File: config.mk
export PLATFORM = sky130hd
export DESIGN_NAME = pwm_timebase
export DESIGN_NICKNAME = d
export VERILOG_FILES = /design/src/rtl/pwm_tb_pkg.sv /design/src/rtl/pwm_tb_prescale.sv /design/src/rtl/pwm_tb_counter.sv /design/src/rtl/pwm_tb_sync.sv /design/src/rtl/pwm_timebase.sv
export SDC_FILE = /design/constraint.sdc
export NUM_CORES = 1
export LEC_CHECK = 0
export BUFFER_PORTS_ARGS = -buffer_cell sky130_fd_sc_hd__buf_2
export CAP_MARGIN = 20
export CORE_AREA = 2 2 114 116
export DETAILED_ROUTE_END_ITERATION = 8
export DIE_AREA = 0 0 116 118
export SLEW_MARGIN = 20
export SYNTH_ARGS = -nofsm -noshare
export SYNTH_HDL_FRONTEND = slang
export SYNTH_HIERARCHICAL = 1
export SYNTH_SLANG_ARGS = --single-unit
File: constraint.sdc
create_clock -name clk -period 3.32 [get_ports clk]
set_input_delay 0.664 -clock clk [delete_from_list [all_inputs] [get_ports clk]]
set_output_delay 0.664 -clock clk [all_outputs]
set_load 0.1 [all_outputs]
File: src/rtl/pwm_tb_pkg.sv
package pwm_tb_pkg;
    typedef enum logic [1:0] {
        MODE_UP     = 2'd0,
        MODE_DOWN   = 2'd1,
        MODE_UPDOWN = 2'd2,
        MODE_STOP   = 2'd3
    } cnt_mode_e;

    typedef enum logic [1:0] {
        SO_PASS = 2'd0,
        SO_ZERO = 2'd1,
        SO_CMPB = 2'd2,
        SO_OFF  = 2'd3
    } sync_sel_e;

    typedef enum logic [1:0] {
        ST_STOP = 2'd0,
        ST_UP   = 2'd1,
        ST_DOWN = 2'd2
    } dir_state_e;
endpackage

File: src/rtl/pwm_tb_prescale.sv
module pwm_tb_prescale #(
    parameter int DIV_W = 3
) (
    input  logic             clk,
    input  logic             rst_n,
    input  logic             en,
    input  logic [DIV_W-1:0] hs_code,
    input  logic [DIV_W-1:0] ck_code,
    output logic             tick
);
    localparam int HS_W = DIV_W + 1;
    localparam int CK_W = (1 << DIV_W) - 1;

    logic [HS_W-1:0] hs_cnt, hs_last;
    logic [CK_W-1:0] ck_cnt, ck_last;
    logic            hs_wrap;

    always_comb begin
        hs_last = (hs_code == '0) ? '0 : HS_W'((32'(hs_code) << 1) - 1);
        ck_last = CK_W'((33'd1 << ck_code) - 33'd1);
        hs_wrap = en && (hs_cnt >= hs_last);
        tick    = hs_wrap && (ck_cnt >= ck_last);
    end

    always_ff @(posedge clk or negedge rst_n) begin
        if (!rst_n) begin
            hs_cnt <= '0;
            ck_cnt <= '0;
        end else if (!en) begin
            hs_cnt <= '0;
            ck_cnt <= '0;
        end else begin
            hs_cnt <= hs_wrap ? '0 : hs_cnt + 1'b1;
            if (hs_wrap)
                ck_cnt <= tick ? '0 : ck_cnt + 1'b1;
        end
    end
endmodule

File: src/rtl/pwm_tb_counter.sv
module pwm_tb_counter
    import pwm_tb_pkg::*;
#(
    parameter int CNT_W = 16
) (
    input  logic             clk,
    input  logic             rst_n,
    input  logic             tick,
    input  logic             load,
    input  cnt_mode_e        mode,
    input  logic [CNT_W-1:0] period,
    input  logic [CNT_W-1:0] phase,
    input  logic             phase_dir,
    output logic [CNT_W-1:0] cnt,
    output logic [CNT_W-1:0] cnt_nxt,
    output logic             step,
    output logic             at_zero,
    output logic             at_period
);
    dir_state_e state, state_nxt;
    logic       adv;

    always_ff @(posedge clk or negedge rst_n) begin
        if (!rst_n) begin
            state     <= ST_STOP;
            cnt       <= '0;
            at_zero   <= 1'b0;
            at_period <= 1'b0;
        end else begin
            state     <= state_nxt;
            cnt       <= cnt_nxt;
            at_zero   <= step && (cnt_nxt == '0);
            at_period <= step && (cnt_nxt == period);
        end
    end

    always_comb begin
        state_nxt = state;
        cnt_nxt   = cnt;
        step      = 1'b0;
        adv       = tick && (mode != MODE_STOP);
        if (load) begin
            cnt_nxt = phase;
            unique case (mode)
                MODE_UP:     state_nxt = ST_UP;
                MODE_DOWN:   state_nxt = ST_DOWN;
                MODE_UPDOWN: state_nxt = phase_dir ? ST_UP : ST_DOWN;
                MODE_STOP:   state_nxt = ST_STOP;
            endcase
        end else begin
            unique case (state)
                ST_STOP: ;
                ST_UP: if (adv) begin
                    step = 1'b1;
                    if (mode == MODE_UPDOWN && cnt >= period) begin
                        cnt_nxt   = (period == '0) ? '0 : cnt - 1'b1;
                        state_nxt = ST_DOWN;
                    end else if (mode != MODE_UPDOWN && cnt >= period) begin
                        cnt_nxt = '0;
                    end else begin
                        cnt_nxt = cnt + 1'b1;
                    end
                end
                ST_DOWN: if (adv) begin
                    step = 1'b1;
                    if (mode == MODE_UPDOWN && cnt == '0) begin
                        cnt_nxt   = (period == '0) ? '0 : CNT_W'(1);
                        state_nxt = ST_UP;
                    end else if (cnt == '0) begin
                        cnt_nxt = period;
                    end else begin
                        cnt_nxt = cnt - 1'b1;
                    end
                end
                default: state_nxt = ST_STOP;
            endcase
            if (mode == MODE_UP)        state_nxt = ST_UP;
            else if (mode == MODE_DOWN) state_nxt = ST_DOWN;
            else if (mode == MODE_STOP) state_nxt = ST_STOP;
            else if (state == ST_STOP)  state_nxt = ST_UP;
        end
    end

    assert_hold_R2: assert property (@(posedge clk) disable iff (!rst_n)
        (!tick && !load) |=> $stable(cnt));
    assert_phase_load_R8: assert property (@(posedge clk) disable iff (!rst_n)
        load |=> (cnt == $past(phase)));
    assert_zero_flag_R7: assert property (@(posedge clk) disable iff (!rst_n)
        at_zero |-> (cnt == '0));
    assert_tri_range_R6: assert property (@(posedge clk) disable iff (!rst_n)
        (mode == MODE_UPDOWN && !load && cnt <= period) |=> (cnt <= $past(period)));
endmodule

File: src/rtl/pwm_tb_sync.sv
module pwm_tb_sync
    import pwm_tb_pkg::*;
#(
    parameter int CNT_W = 16
) (
    input  logic             clk,
    input  logic             rst_n,
    input  logic             sync_in,
    input  logic             sw_sync,
    input  sync_sel_e        sel,
    input  logic             step,
    input  logic [CNT_W-1:0] cnt_nxt,
    input  logic [CNT_W-1:0] cmpb,
    input  logic             seen_clr,
    output logic             sync_evt,
    output logic             sync_out,
    output logic             sync_seen
);
    logic out_nxt;

    always_comb begin
        sync_evt = sync_in || sw_sync;
        unique case (sel)
            SO_PASS: out_nxt = sync_evt;
            SO_ZERO: out_nxt = step && (cnt_nxt == '0);
            SO_CMPB: out_nxt = step && (cnt_nxt == cmpb);
            SO_OFF:  out_nxt = 1'b0;
        endcase
    end

    always_ff @(posedge clk or negedge rst_n) begin
        if (!rst_n) begin
            sync_out  <= 1'b0;
            sync_seen <= 1'b0;
        end else begin
            sync_out  <= out_nxt;
            sync_seen <= sync_evt || (sync_seen && !seen_clr);
        end
    end

    assert_pass_delay_R10: assert property (@(posedge clk) disable iff (!rst_n)
        (sel == SO_PASS && sync_evt) |=> sync_out);
    assert_sticky_set_R12: assert property (@(posedge clk) disable iff (!rst_n)
        sync_evt |=> sync_seen);
endmodule

File: src/rtl/pwm_timebase.sv
module pwm_timebase
    import pwm_tb_pkg::*;
#(
    parameter int CNT_W = 16,
    parameter int DIV_W = 3
) (
    input  logic             clk,
    input  logic             rst_n,
    input  logic             tb_en,
    input  logic [1:0]       mode,
    input  logic [DIV_W-1:0] hs_div,
    input  logic [DIV_W-1:0] ck_div,
    input  logic [CNT_W-1:0] period,
    input  logic [CNT_W-1:0] phase,
    input  logic             phase_en,
    input  logic             phase_dir,
    input  logic [CNT_W-1:0] cmpb,
    input  logic [1:0]       sync_sel,
    input  logic             sync_in,
    input  logic             sw_sync,
    input  logic             seen_clr,
    output logic [CNT_W-1:0] cnt,
    output logic             at_zero,
    output logic             at_period,
    output logic             sync_out,
    output logic             sync_seen
);
    logic             tick, step, sync_evt;
    logic [CNT_W-1:0] cnt_nxt;

    pwm_tb_prescale #(.DIV_W(DIV_W)) u_pre (
        .clk(clk), .rst_n(rst_n), .en(tb_en),
        .hs_code(hs_div), .ck_code(ck_div), .tick(tick)
    );

    pwm_tb_counter #(.CNT_W(CNT_W)) u_cnt (
        .clk(clk), .rst_n(rst_n), .tick(tick),
        .load(phase_en && sync_evt), .mode(cnt_mode_e'(mode)),
        .period(period), .phase(phase), .phase_dir(phase_dir),
        .cnt(cnt), .cnt_nxt(cnt_nxt), .step(step),
        .at_zero(at_zero), .at_period(at_period)
    );

    pwm_tb_sync #(.CNT_W(CNT_W)) u_sync (
        .clk(clk), .rst_n(rst_n), .sync_in(sync_in), .sw_sync(sw_sync),
        .sel(sync_sel_e'(sync_sel)), .step(step), .cnt_nxt(cnt_nxt),
        .cmpb(cmpb), .seen_clr(seen_clr), .sync_evt(sync_evt),
        .sync_out(sync_out), .sync_seen(sync_seen)
    );
endmodule

---- Yosys cells after proc, flatten, opt, wreduce, memory -nomap -nowiden ----
Cells that the tools add are included.
word-level totals
  register bits after elaboration ......... 33
  output and inout bits ................... 20
  logic and storage cells ................. 90
operators by class
  add/subtract/negate cells ............... 6
  magnitude comparators ................... 3
  equal/unequal tests ..................... 17
  shifts and indexed selects .............. 1
  mux-type cells .......................... 32
  reduce and logical (&&, ||, !) cells .... 23
operators with widths
  cell                                                   count
  two-way mux 16 bit                                     8
  zero test 16 bit                                       3
  equality test 16 bit                                   2
  one-hot mux 16 bit (2 select lines)                    1
  inequality test 7 x 1 -> 1 bit, second input constant  4
  two-way mux 7 bit                                      3
  two-way mux 2 bit                                      10
  adder 16 x 1 -> 16 bit, second input constant          1
  greater-or-equal comparator 16 bit                     1
  subtractor 16 x 1 -> 16 bit, second input constant     1
  two-way mux 4 bit                                      3
  logical AND 1 bit                                      11
  equality test 2 bit, second input constant             5
  one-hot mux 2 bit (4 select lines)                     1
  adder 7 x 1 -> 7 bit, second input constant            1
  greater-or-equal comparator 7 bit                      1
  left shift 1 x 3 -> 7 bit, first input constant        1
  subtractor 7 x 1 -> 7 bit, second input constant       1
  equality test 2 x 1 -> 1 bit, second input constant    3
  zero test 2 bit                                        3
  adder 4 x 1 -> 4 bit, second input constant            1
  greater-or-equal comparator 4 bit                      1
  two-way mux 1 bit                                      4
  inequality test 2 bit, second input constant           2
  9 further kinds                                        10

---- Logic depth before layout (Yosys ltp) ----
  depth in word-level cells ............... 13
  mapped depth ............................ 22
  mapped depth without buffers ............ 21

---- Cells and area by module ----
The synthesis kept the hierarchy.
by module, submodules not included
  module           times used  cells an instance  area each (um^2)  sequential area each (um^2)
  pwm_tb_counter   1           490                3534.6            500.5
  pwm_tb_prescale  1           111                967.2             275.3
  pwm_tb_sync      1           40                 351.6             50.0
  pwm_timebase     1           1                  6.3               0.0

---- Least setup slack after synthesis ----
Ideal clock, no wire load.
  kind .................................... in2reg
  start ................................... input port hs_div[1]
  end ..................................... register u_sync.sync_out
  library setup time ...................... 0.076 ns
  arrival ................................. 4.340 ns
  path slack .............................. -1.096 ns
  stages on the path ...................... 21
  path buffers ............................ 0
  cell sequence ........................... or2_2 inv_1 ha_1 inv_1 ha_1 nand2b_4 a2111oi_4 nor2_1 nand2_1 nor2_1 a21boi_1 nand2_1 o311a_1 a221oi_2 a21oi_1 a21boi_0 inv_1 xor2_1 nor4_1 nand3_1 o21ai_1
on the way
  longest elaborated chain between the ends .. 12
  elaborated cells between the ends (all ways) .. 19
  those cells by class .................... add/sub: 1; order compare: 1; eq/ne: 1; mux: 9; reduce/logical: 7
RTL lines
  element                                                       line                                        source
  start: declaration                                            pwm_timebase.sv:11                          input logic [DIV_W-1:0] hs_div,
  subtractor 4 x 1 -> 4 bit or zero test 3 bit (tied branches)  pwm_tb_prescale.sv:19                       hs_last = (hs_code == '0) ? '0 : HS_W'((32'(hs_code) << 1) - 1);
  two-way mux 4 bit *                                           pwm_tb_prescale.sv:19
  greater-or-equal comparator 4 bit *                           pwm_tb_prescale.sv:21                       hs_wrap = en && (hs_cnt >= hs_last);
  logical AND 1 bit *                                           pwm_tb_prescale.sv:21
  logical AND 1 bit *                                           pwm_tb_prescale.sv:22                       tick = hs_wrap && (ck_cnt >= ck_last);
  via tick                                                      pwm_timebase.sv:28                          logic tick, step, sync_evt;
  logical AND 1 bit *                                           pwm_tb_counter.sv:41                        adv = tick && (mode != MODE_STOP);
  two-way mux 16 bit, on equally long branches                  pwm_tb_counter.sv:64, pwm_tb_counter.sv:53
  one-hot mux 16 bit (2 select lines) *                         pwm_tb_counter.sv:51                        unique case (state)
  two-way mux 16 bit *                                          pwm_tb_counter.sv:42                        if (load) begin
  via cnt_nxt[12]                                               pwm_timebase.sv:29                          logic [CNT_W-1:0] cnt_nxt;
  equality test 16 bit or zero test 16 bit (tied branches)      pwm_tb_sync.sv:26, pwm_tb_sync.sv:25
  logical AND 1 bit, on equally long branches                   pwm_tb_sync.sv:26, pwm_tb_sync.sv:25
  one-hot mux 1 bit (4 select lines) *                          pwm_tb_sync.sv:23                           unique case (sel)
  via u_sync.out_nxt                                            pwm_tb_sync.sv:19                           logic out_nxt;
  end signal: assignment                                        pwm_tb_sync.sv:36                           sync_out <= out_nxt;
  end: declaration                                              pwm_tb_sync.sv:16                           output logic sync_out,
The timed path passes the listed nets; every way through them passes the cells marked *.
A chain may end at the register's enable or synchronous reset.

---- Final worst setup path ----
Ends and elaborated chain as after synthesis.

==> results.ini <==
[critical_path]
timing.critical_path.to_type = flop
arrival_ns = 4.03
critical_path.startpoint = hs_div[1]
timing.critical_path.fanout_max = 6
crit_path_top_delay_cell = sky130_fd_sc_hd__a21boi_4
cp_slowest_stage_delay_ns = 0.28
crit_chain = buf_6, or2_4, inv_4, ha_4, inv_2, ha_4, nand2b_4, a2111oi_4, nor2_2, nand2_1, nor2_2, a21boi_4, buf_4, nand4_1, o311a_1, a221oi_2, o21bai_1, a21boi_1, inv_2, nor4_1, and4_1, a22oi_1, o21ai_1
cp_data_required_time_ns = 3.54
critical_setup_path_kind = input port to flop
startpoint_type = input port
rr_startpoint = u_cnt/cnt[5]
worst-r2r-setup-slack_ns = -0.31

[clocking]
clock_sink_count = 33
tritoncts = yes
htree_num_levels = 2
cts-buffers-inserted = 5
cts_hold_repair.buffers = 0
clkLatencyLatePin_ns = 0.29
clk_pin_slew_ns = 0.06
root_buffer_selected_by_cts = sky130_fd_sc_hd__clkbuf_16
clk_path_buf_depth = 2

[power_and_ir_drop]
leakage_nw = 3.36
irDropWorstVdd_uv = 280
power.total_mw = 3.17
p_per_area_nw_per_um2 = 431

[floorplanning]
placeableCoreArea_sq_um = 12400
fp-row-count = 41
pin_count = 86
initial_util_pct = 39.1
fp.dieArea_sq_um = 13700
chipHeight_um = 118
chipWidth_um = 116

[routing]
drt_drc_violations_left = 0
first_iter_violations = 560
detail_route.first_pass.iterations = 6
total_detailed_routing_wirelength_mm = 23.2
post_drt_wl_per_cell_um = 21.8
antenna_left = 0
dr_vias = 6303
viasPerCell = 5.91

[run]
drv_cap = 0

[place]
dp_wirelength_mm = 18.8
place.gp.congestion = 1.03
port-buffer-count = 85
placement.cell_area_sq_um = 6830

[synthesis]
netlist.top_cell.by_area = sky130_fd_sc_hd__dfrtp_1
synthDominantCellAreaShare_pct = 17.0
synth-async-reset-ratio_pct = 100
synth_top_flop_cell = sky130_fd_sc_hd__dfrtp_1
post_synth_num_cell_types = 80
syn_area_per_cell_sq_um = 7.57
postSynthCellCount = 642
synth.cell_area_sq_um = 4860
synth-warning-count = 6
share_of_synthesized_area_occupied_by_flip_flops_and_latches_pct = 17.0
synth-seq-cells = 33
syn_nets = 748
synth.area.top_cells = sky130_fd_sc_hd__dfrtp_1, sky130_fd_sc_hd__ha_1, sky130_fd_sc_hd__nand3_1
synth-edff-count = 0

[status]
run_status = finished, violations left
failed_checks = setup timing

[timing]
clock.fmax_mhz = 262
final.min_clock_period_ns = 3.82
timing.max_slew.rel_slack_pct = 45.0
min_period_over_period_pct = 115
tns_ns = -1.44
final.hold.worst_slack_ns = 0.472
report.final.setup_viol = 4
rsz0062_at_grt = yes
tightest_slew_ns = 0.824
timing_hold_violations_final = 0
timing.clock.skew_ns = 0.00343
final_max_slew_viol_count = 0
worst_slack_ns = -0.496

[global_route]
aggregate_global_routing_overflow = 0
first_global_vias = 6285
largest_net_degree_at_the_start_of_global_routing = 34
grt.met3_usage_pct = 3.71
grt_util_met1_pct = 45.4
grtUsageMet2_pct = 56.5
grt_antenna_before_repair = 0
groute.usage.overall_pct = 34.0
globalRoute.busiestLayer = met2
grt_pass1_wl_mm = 35.7

[final_layout]
final_design_area_no_fill_sq_um = 7340
final_core_util_pct = 59.1
syn2layout_area_growth_pct = 51.1
final_net_count = 999
antenna_cells = 0
fillCellCount = 1206
final_layout_size_suffix_gt1_share_pct = 42.5

[min_path]
timing.hold.worst.class = input port to asynchronous set/reset pin

[sequential cells by signal (all words and copies together), names as in the netlist]
signal            cells
u_cnt/at_period       1
u_cnt/at_zero         1
u_cnt/cnt            16
u_cnt/state           2
u_pre/ck_cnt          7
u_pre/hs_cnt          4
u_sync/sync_out       1
u_sync/sync_seen      1
[where the power goes]
part	internal (mW)	switching (mW)	total, mW
registers	0.456	0.0491	0.505
clock network	0.299	0.195	0.494
logic	0.828	1.34	2.17
[worst paths after layout]
path | to | cells after the start
setup / recovery | u_sync/sync_out | 23
hold / removal | u_cnt/cnt[12] | 1
setup reg to reg | u_cnt/at_period | 11
hold reg to reg | u_sync/sync_seen | 1
max in group asynchronous | u_cnt/cnt[0] | 1
min in group clk | u_sync/sync_seen | 1
[kinds of logic after synthesis]
family / Yosys count / share of synthesized area (%)
AND/OR/NAND/NOR: 282 / 32.4
AO/OA/AOI/OAI: 165 / 25.6
buffers and inverters: 79 / 6.72
adder cells (fa/ha/maj): 40 / 10.3
XOR/XNOR: 36 / 6.49
flip-flops: 33 / 17.0
multiplexers: 7 / 1.44
[synth_stat cells, types with 9 or more instances]
cell type / instances
sky130_fd_sc_hd__a21oi_1: 36
sky130_fd_sc_hd__and3_1: 9
sky130_fd_sc_hd__clkbuf_1: 22
sky130_fd_sc_hd__dfrtp_1: 33
sky130_fd_sc_hd__ha_1: 40
sky130_fd_sc_hd__inv_1: 45
sky130_fd_sc_hd__nand2_1: 53
sky130_fd_sc_hd__nand2b_1: 10
sky130_fd_sc_hd__nand3_1: 43
sky130_fd_sc_hd__nand4_1: 26
sky130_fd_sc_hd__nor2_1: 40
sky130_fd_sc_hd__nor2b_1: 9
sky130_fd_sc_hd__nor3_1: 15
sky130_fd_sc_hd__nor4_1: 22
sky130_fd_sc_hd__o21ai_0: 22
sky130_fd_sc_hd__o31ai_1: 13
sky130_fd_sc_hd__xnor2_1: 15
sky130_fd_sc_hd__xor2_1: 21
[cells in the final DEF (no fill, tap or decap), types with 6 or more instances in the layout]
cell type | netlist | routed
sky130_fd_sc_hd__buf_4 | 2 | 186
sky130_fd_sc_hd__nor4_2 | 3 | 7
sky130_fd_sc_hd__mux2i_1 | 7 | 7
sky130_fd_sc_hd__inv_1 | 45 | 40
sky130_fd_sc_hd__dfrtp_2 | 0 | 6
sky130_fd_sc_hd__o211ai_1 | 7 | 7
sky130_fd_sc_hd__a21oi_1 | 36 | 31
sky130_fd_sc_hd__nor3_1 | 15 | 13
sky130_fd_sc_hd__nand2_1 | 53 | 50
sky130_fd_sc_hd__nor2b_1 | 9 | 9
sky130_fd_sc_hd__nand2b_1 | 10 | 9
sky130_fd_sc_hd__buf_2 | 6 | 83
sky130_fd_sc_hd__xnor2_1 | 15 | 15
sky130_fd_sc_hd__or2_2 | 8 | 6
sky130_fd_sc_hd__xor2_1 | 21 | 20
sky130_fd_sc_hd__nand3_1 | 43 | 42
sky130_fd_sc_hd__nor4_1 | 22 | 17
sky130_fd_sc_hd__nor2_1 | 40 | 37
sky130_fd_sc_hd__o31ai_1 | 13 | 9
sky130_fd_sc_hd__ha_1 | 40 | 37
sky130_fd_sc_hd__o21a_1 | 8 | 7
sky130_fd_sc_hd__dfrtp_1 | 33 | 27
sky130_fd_sc_hd__a31oi_1 | 8 | 6
sky130_fd_sc_hd__and3_1 | 9 | 9
sky130_fd_sc_hd__o21ai_0 | 22 | 22
sky130_fd_sc_hd__nand4_1 | 26 | 26
sky130_fd_sc_hd__buf_6 | 2 | 7
[metal layers]
layer | vias to the layer above | routed length [um] | part of all wire, %
met2 | 314 | 11200 | 48
met3 | 63 | 1660 | 7.1
met1 | 3008 | 9570 | 41
met4 | 0 | 810 | 3.5
met5 | - | 0 | 0
li1 | 2918 | - | -
[metrics by stage]
| stage | cells | worst slack, ns |
|---|---|---|
| 5_1_grt | 1066 | -0.658 |
| 6_report | 1066 | -0.496 |
| 3_3_place_gp | 1044 | -0.913 |
| 2_1_floorplan | 642 | -0.531 |
| 4_1_cts | 1061 | -0.430 |
| 3_5_place_dp | 1044 | -0.953 |
[what timing repair did]
item                                    4_1_cts  5_1_grt
setup buffers                                 9        5
pin swaps                                     9       14
endpoints found under the setup margin       12        6
gates resized for setup                      25       28
[layout make-up]
cell class                 instances  area (sq um)  area share (%)
tap                              172           215            2.93
clock buffer                       7           143            1.94
multi-input combinational        530          4040            55.0
clock inverter                     1          7.51           0.102
sequential                        33           833            11.3
inverter                          45           171            2.33
timing repair buffer             278          1930            26.3
[worst max-delay path, delay by kind of cell]
| family | cells | cell delay [ns] |
|---|---|---|
| simple gates | 8 | 1.28 |
| compound gates | 8 | 1.26 |
| buf+inv | 5 | 0.45 |
| fa+ha+maj | 2 | 0.36 |
Power figures use the tool's default switching activity.
